[src/rtl/dbell_pkg.sv]
// Shared types for the doorbell pair: register-port owner state and the
// select encoding used by both bus ports.
package dbell_pkg;
    typedef enum logic [1:0] {
        OWN_NONE  = 2'd0,
        OWN_HOST  = 2'd1,
        OWN_LOCAL = 2'd2
    } owner_e;

    localparam logic SEL_H2L = 1'b0;
    localparam logic SEL_L2H = 1'b1;
    localparam int   NREG    = 2;
endpackage

[src/rtl/dbell_arbiter.sv]
// Collision guard between the host and local register ports.
// Purpose: serve at most one side per cycle. Host wins ties. A served side
// owns the registers for GUARD further cycles; during that window the local
// side sees ready low (host owner) or the host sees retry (local owner).
// Assumes: GUARD >= 1; host requests last one cycle; local requests are
// held until ready.
module dbell_arbiter
    import dbell_pkg::*;
#(
    parameter int GUARD = 2
) (
    input  logic clk,
    input  logic rst_n,
    input  logic h_req,
    input  logic l_req,
    output logic h_grant,
    output logic h_retry,
    output logic l_grant,
    output logic l_ready
);
    localparam int CW = (GUARD > 1) ? $clog2(GUARD) : 1;

    owner_e        own_q;
    logic [CW-1:0] cnt_q;

    // Grant and refusal decisions for the current cycle.
    always_comb begin
        h_grant = h_req && (own_q != OWN_LOCAL);
        h_retry = h_req && (own_q == OWN_LOCAL);
        l_ready = (own_q != OWN_HOST) && !h_grant;
        l_grant = l_req && l_ready;
    end

    // Track which side owns the registers and how long the guard lasts.
    always_ff @(posedge clk) begin
        if (!rst_n) begin
            own_q <= OWN_NONE;
            cnt_q <= '0;
        end else if (h_grant) begin
            own_q <= OWN_HOST;
            cnt_q <= CW'(GUARD - 1);
        end else if (l_grant) begin
            own_q <= OWN_LOCAL;
            cnt_q <= CW'(GUARD - 1);
        end else if (cnt_q != '0) begin
            cnt_q <= cnt_q - 1'b1;
        end else begin
            own_q <= OWN_NONE;
        end
    end


    host_hold_chk: assert property (@(posedge clk) disable iff (!rst_n)
        ($past(rst_n) && $past(h_grant)) |-> !l_ready);


    local_hold_chk: assert property (@(posedge clk) disable iff (!rst_n)
        ($past(rst_n) && $past(l_grant) && h_req) |-> (h_retry && !h_grant));
endmodule

[src/rtl/dbell_reg.sv]
// One doorbell register with separate set and clear masks plus a registered,
// enable-gated level interrupt.
// Assumes: set and clear are per-bit masks valid for one cycle. A set wins
// over a clear on the same bit, so no event is lost.
module dbell_reg #(
    parameter int W = 32
) (
    input  logic         clk,
    input  logic         rst_n,
    input  logic [W-1:0] set_v,
    input  logic [W-1:0] clr_v,
    input  logic         en,
    output logic [W-1:0] q,
    output logic         irq
);
    logic [W-1:0] q_q;
    logic         irq_q;

    // Apply clear mask, then set mask.
    always_ff @(posedge clk) begin
        if (!rst_n) q_q <= '0;
        else        q_q <= (q_q & ~clr_v) | set_v;
    end

    // Registered level interrupt from the current contents.
    always_ff @(posedge clk) begin
        if (!rst_n) irq_q <= 1'b0;
        else        irq_q <= (|q_q) && en;
    end

    assign q   = q_q;
    assign irq = irq_q;


    set_bits_chk: assert property (@(posedge clk) disable iff (!rst_n)
        $past(rst_n) |-> ((q_q & $past(set_v)) == $past(set_v)));


    clr_bits_chk: assert property (@(posedge clk) disable iff (!rst_n)
        $past(rst_n) |-> ((q_q & $past(clr_v) & ~$past(set_v)) == '0));


    idle_bits_chk: assert property (@(posedge clk) disable iff (!rst_n)
        $past(rst_n) |-> (((q_q ^ $past(q_q)) & ~($past(set_v) | $past(clr_v))) == '0));


    irq_lag_chk: assert property (@(posedge clk) disable iff (!rst_n)
        $past(rst_n) |-> (irq_q == ($past(|q_q) && $past(en))));
endmodule

[src/rtl/dbell_pair.sv]
// Top of the doorbell pair: routes each port's writes to the set or clear
// mask of the right register and muxes read-back.
// Register 0 (host-to-local): host sets, local clears, interrupts local.
// Register 1 (local-to-host): local sets, host clears, interrupts host.
// Assumes: single clock, synchronous active-low reset.
module dbell_pair
    import dbell_pkg::*;
#(
    parameter int DW    = 32,
    parameter int GUARD = 2
) (
    input  logic          clk,
    input  logic          rst_n,
    input  logic          h_req,
    input  logic          h_we,
    input  logic          h_sel,
    input  logic [DW-1:0] h_wdata,
    output logic [DW-1:0] h_rdata,
    output logic          h_done,
    output logic          h_retry,
    input  logic          h_irq_en,
    output logic          h_irq,
    input  logic          l_req,
    input  logic          l_we,
    input  logic          l_sel,
    input  logic [DW-1:0] l_wdata,
    output logic [DW-1:0] l_rdata,
    output logic          l_ready,
    input  logic          l_irq_en,
    output logic          l_irq
);
    logic          h_grant, l_grant, h_wr, l_wr;
    logic [DW-1:0] set_m [NREG];
    logic [DW-1:0] clr_m [NREG];
    logic [DW-1:0] q_m   [NREG];
    logic          en_m  [NREG];
    logic          irq_m [NREG];

    dbell_arbiter #(.GUARD(GUARD)) u_arb (
        .clk(clk), .rst_n(rst_n),
        .h_req(h_req), .l_req(l_req),
        .h_grant(h_grant), .h_retry(h_retry),
        .l_grant(l_grant), .l_ready(l_ready)
    );

    // Steer performed writes into set and clear masks.
    always_comb begin
        h_wr = h_grant && h_we;
        l_wr = l_grant && l_we;
        set_m[0] = (h_wr && h_sel == SEL_H2L) ? h_wdata : '0;
        clr_m[0] = (l_wr && l_sel == SEL_H2L) ? l_wdata : '0;
        set_m[1] = (l_wr && l_sel == SEL_L2H) ? l_wdata : '0;
        clr_m[1] = (h_wr && h_sel == SEL_L2H) ? h_wdata : '0;
        en_m[0]  = l_irq_en;
        en_m[1]  = h_irq_en;
    end

    for (genvar i = 0; i < NREG; i++) begin : g_reg
        dbell_reg #(.W(DW)) u_reg (
            .clk(clk), .rst_n(rst_n),
            .set_v(set_m[i]), .clr_v(clr_m[i]), .en(en_m[i]),
            .q(q_m[i]), .irq(irq_m[i])
        );
    end

    // Read-back and interrupt routing.
    always_comb begin
        h_rdata = q_m[h_sel];
        l_rdata = q_m[l_sel];
        h_done  = h_grant;
        l_irq   = irq_m[0];
        h_irq   = irq_m[1];
    end


    read_quiet_chk: assert property (@(posedge clk) disable iff (!rst_n)
        ($past(rst_n) && $past(!(h_req && h_we)) && $past(!(l_req && l_we)))
        |-> ($stable(q_m[0]) && $stable(q_m[1])));


    retry_quiet_chk: assert property (@(posedge clk) disable iff (!rst_n)
        ($past(rst_n) && $past(h_retry) && $past(!l_req))
        |-> ($stable(q_m[0]) && $stable(q_m[1])));
endmodule

[config.mk]
export PLATFORM = sky130hd
export DESIGN_NAME = dbell_pair
export DESIGN_NICKNAME = d
export VERILOG_FILES = /design/src/rtl/dbell_pkg.sv /design/src/rtl/dbell_arbiter.sv /design/src/rtl/dbell_reg.sv /design/src/rtl/dbell_pair.sv
export SDC_FILE = /design/constraint.sdc
export NUM_CORES = 1
export LEC_CHECK = 0
export BUFFER_PORTS_ARGS = -buffer_cell sky130_fd_sc_hd__buf_2
export CELL_PAD_IN_SITES_DETAIL_PLACEMENT = 0
export CELL_PAD_IN_SITES_GLOBAL_PLACEMENT = 1
export CORE_MARGIN = 2
export CORE_UTILIZATION = 43
export DETAILED_ROUTE_END_ITERATION = 6
export HOLD_SLACK_MARGIN = 0.08
export PLACE_DENSITY_LB_ADDON = 0.2
export SYNTH_ARGS = -nofsm -noshare
export SYNTH_HDL_FRONTEND = slang
export SYNTH_HIERARCHICAL = 1
export SYNTH_SLANG_ARGS = --single-unit
[constraint.sdc]
create_clock -name clk -period 4.5 [get_ports clk]
set_input_delay 0.45 -clock clk [delete_from_list [all_inputs] [get_ports clk]]
set_output_delay 0.45 -clock clk [all_outputs]
set_load 0.005 [all_outputs]
==> results summary <==
The final weighted congestion in routability-driven placement came out at 0.809. The run finished with clean final reports. The clock network fraction of total power is 42.9%. The fraction of power consumed by combinational cells came out at 15.5%. The cell count after synthesis is 486. The multi-input combinational cell area came out at 0.00311 mm². The initial standard-cell utilization of the core is 44.3%.

The count of nets left with antenna violations after detail routing came out at 0. Setup repair after global routing left no endpoint under its margin. The count of input and output buffers is 142. The minimum clock period after layout is 2480 ps. In this run the worst path has a maximum fanout of 55.

The detailed-route vias per instance came out at 5.80. The finished cells cover 0.00572 mm². The final count of negative-setup-slack endpoints came out at 0.

The endpoint with the worst hold slack is g_reg[0].u_reg/irq. The pin count of the biggest net entering global routing is 70. Leaving out fill and tap cells, the most frequent cell in the layout is buf_2. The count of boundary I/O pins came out at 143.

The max-cap violation count is 0. The post-route total power came out at 1.57 mW. The internal power of the cells came out at 1.16 mW. The total placed cells including tap cells came out at 715. The number of nets in the finished design is 660.

The cell count of the worst hold path came out at 2. The flop and latch count out of synthesis is 69. After synthesis the cells add up to 0.00485 mm². The post-cts sizing count came out at 0. The type of the worst setup path is in -> out.

The sequential power share came out at 41.6%. TritonCTS built the clock tree. The net count after synthesis is 560. The initial detailed-routing violation count came out at 310.

The clock latency on the worst-skew pair is 330 ps. The start point of the worst hold path is l_irq_en. The final critical-path share of the clock period came out at 55.1%. The root buffer cell chosen for the clock tree is clkbuf_16.

The detailed-router iteration count before antenna repair is 5. The horizontal extent of the die came out at 110 µm. The region available for standard cell placement spans 0.0109 mm². The headroom to the max-slew limit came out at 29.3%. The hold slack came out at 365 ps. The finished layout holds 731 standard cells, fillers aside. The mean routed wirelength per cell is 18.8 µm.

The proportion of synthesized chip area in sequential cells is 28.5%. The number of CTS-inserted buffers is 9. The worst ir drop on vdd is 157 µV. The arrival time of the worst setup path is 2030 ps.

The clock passes through at most 2 buffers. The fmax is 403 MHz. From bottom edge to top edge, the die measures 110 µm. The post-synthesis to final-layout area growth came out at 18.0%. The CTS clock-pin slew for the worst setup and hold paths came out at 50 ps. Across the whole layout, storage elements account for 0.00138 mm². The summed negative setup slack over all endpoints came out at 0 ps. The share of final-layout standard cells stronger than drive strength 1 came out at 41.4%. The share of the core filled with cells in the final layout is 52.3%. In the layout the commonest cells are 142 x buf_2, 69 x dfxtp_1. The overall track demand over capacity in global routing came out at 22.9%. The net switching share of the total power came out at 26.0%.

The cell area after placement came out at 0.00544 mm². For the final database, setup skew stands at 4.85 ps. Yosys printed 6 warnings.

The detailed-route DRC error count is 0. The endpoint type of the worst setup path is an output port. The analysis attributes to net switching a power of 0.408 mW.

The total of hold buffers inserted after clock tree synthesis is 0. The CTS H-tree depth is 3. Summed over all layers, the global routing overflow is 0. The required time at the endpoint of the critical path is 4050 ps.

The final wirelength came out at 13.7 mm. The worst-case setup slack after placement is 1990 ps. A synthesized cell averages 9.97 µm².

The depth of the most critical reg-to-reg path came out at 5. The HPWL after detailed placement is 8.64 mm. The total die area came out at 0.0121 mm². The total of fill cells in the finished design came out at 1067. The unique cell type count in the Yosys netlist came out at 28. Clock tree synthesis found a total of 69 sinks. The number of core rows came out at 38. For this design the ratio of total power to cell area is 274 mW/mm².

The initial antenna violation count was 1. The endpoint identified for the worst register-to-register timing path is g_reg[0].u_reg/q[11]. The max-slew violation count came out at 0.

The number of global-route vias before repair came out at 3983. The total vias in the final route came out at 4237. The worst setup path is launched from an input port. The wire length of the first global-routing pass is 21.5 mm. The cell leakage power came out at 2.86 nW.

The min-delay analysis places its worst path in the category in -> reg. The number of hold violations in the final report is 0. The worst setup slack for register-to-register paths is 2270 ps.

The buffers inserted during post-CTS setup optimization came out at 0. Across all setup checks in the final design, the least slack found is 2020 ps. In this run the critical register-to-register path is launched from u_arb/own_q[1]. The slew at the pin closest to its max-slew limit came out at 1060 ps.
cell families (layout without fill, tap and decap cells):
logic type	Yosys count	count (layout)	synth area share, %
buffers and inverters	60	164	7.57
multiplexers	64	64	14.9
other	0	1	0
adder cells (fa/ha/maj)	1	1	0.232
flip-flops	69	69	28.5
AND/OR/NAND/NOR	218	218	37.6
AO/OA/AOI/OAI	74	74	11.2
power groups by stage:
stage | logic (mW) | registers [mW] | clock network [mW]
floorplan | 0.164 | 0.657 | 0
global placement | 0.240 | 0.664 | 0
detailed placement | 0.243 | 0.664 | 0
CTS | 0.245 | 0.651 | 0.687
global route | 0.267 | 0.654 | 0.715
finish | 0.243 | 0.652 | 0.672
metal layers:
metal  global-route usage, %  routed length [µm]  part of all wire, %
met2                    34.4                6280                   46
met5                       0                   0                    0
met1                    32.6                6500                   47
met4                    8.75                 238                  1.7
met3                    3.88                 715                  5.2
cell usage after synthesis, drive strengths merged:
| cell type | n | area share, % |
|---|---|---|
| buf | 32 | 5.0 |
| and2b | 1 | 0.18 |
| and3b | 1 | 0.18 |
| and2 | 1 | 0.13 |
| inv | 2 | 0.15 |
| nand2 | 1 | 0.077 |
| o21a | 64 | 9.9 |
| nand4 | 4 | 0.52 |
| o221ai | 1 | 0.18 |
| o211a | 2 | 0.41 |
| and4b | 64 | 13 |
| nor2b | 64 | 8.3 |
| dfxtp | 69 | 29 |
| mux2 | 64 | 15 |
| nand2b | 1 | 0.13 |
| and4 | 64 | 12 |
| clkbuf | 26 | 2.5 |
| a21oi | 4 | 0.41 |
| o21ai | 3 | 0.31 |
| maj3 | 1 | 0.23 |
| nor2 | 1 | 0.077 |
| nor4 | 16 | 3.1 |
area by class of cell:
cell class                 instances  area share (%)
tap                              140            3.06
sequential                        69            24.2
inverter                           2           0.131
clock inverter                     1          0.0875
antenna                            1          0.0438
timing repair buffer             147            13.3
clock buffer                      14            4.79
multi-input combinational        357            54.4
worst max-delay path by stage:
| stage | from | to | slack, ps | cells after the start |
|---|---|---|---|---|
| floorplan | h_req | g_reg[1].u_reg/q[12] | 2750 | 7 |
| global placement | h_sel | h_rdata[11] | 2010 | 4 |
| detailed placement | h_sel | h_rdata[9] | 1990 | 4 |
| CTS | h_sel | h_rdata[9] | 1970 | 4 |
| global route | h_sel | h_rdata[14] | 1860 | 4 |
| finish | h_sel | h_rdata[9] | 2020 | 4 |
worst max-delay path, cell delays in order:
cell and delay (ps):
buf_2 700, buf_4 370, mux2_2 360, buf_2 120
flip-flops by register name, indices dropped and copies added, names as in the netlist:
signal       count
u_arb/cnt_q      1
u_arb/own_q      2
g.u_reg/q       64
g.u_reg/irq      2
No activity file was read; power rests on OpenSTA's default activity.
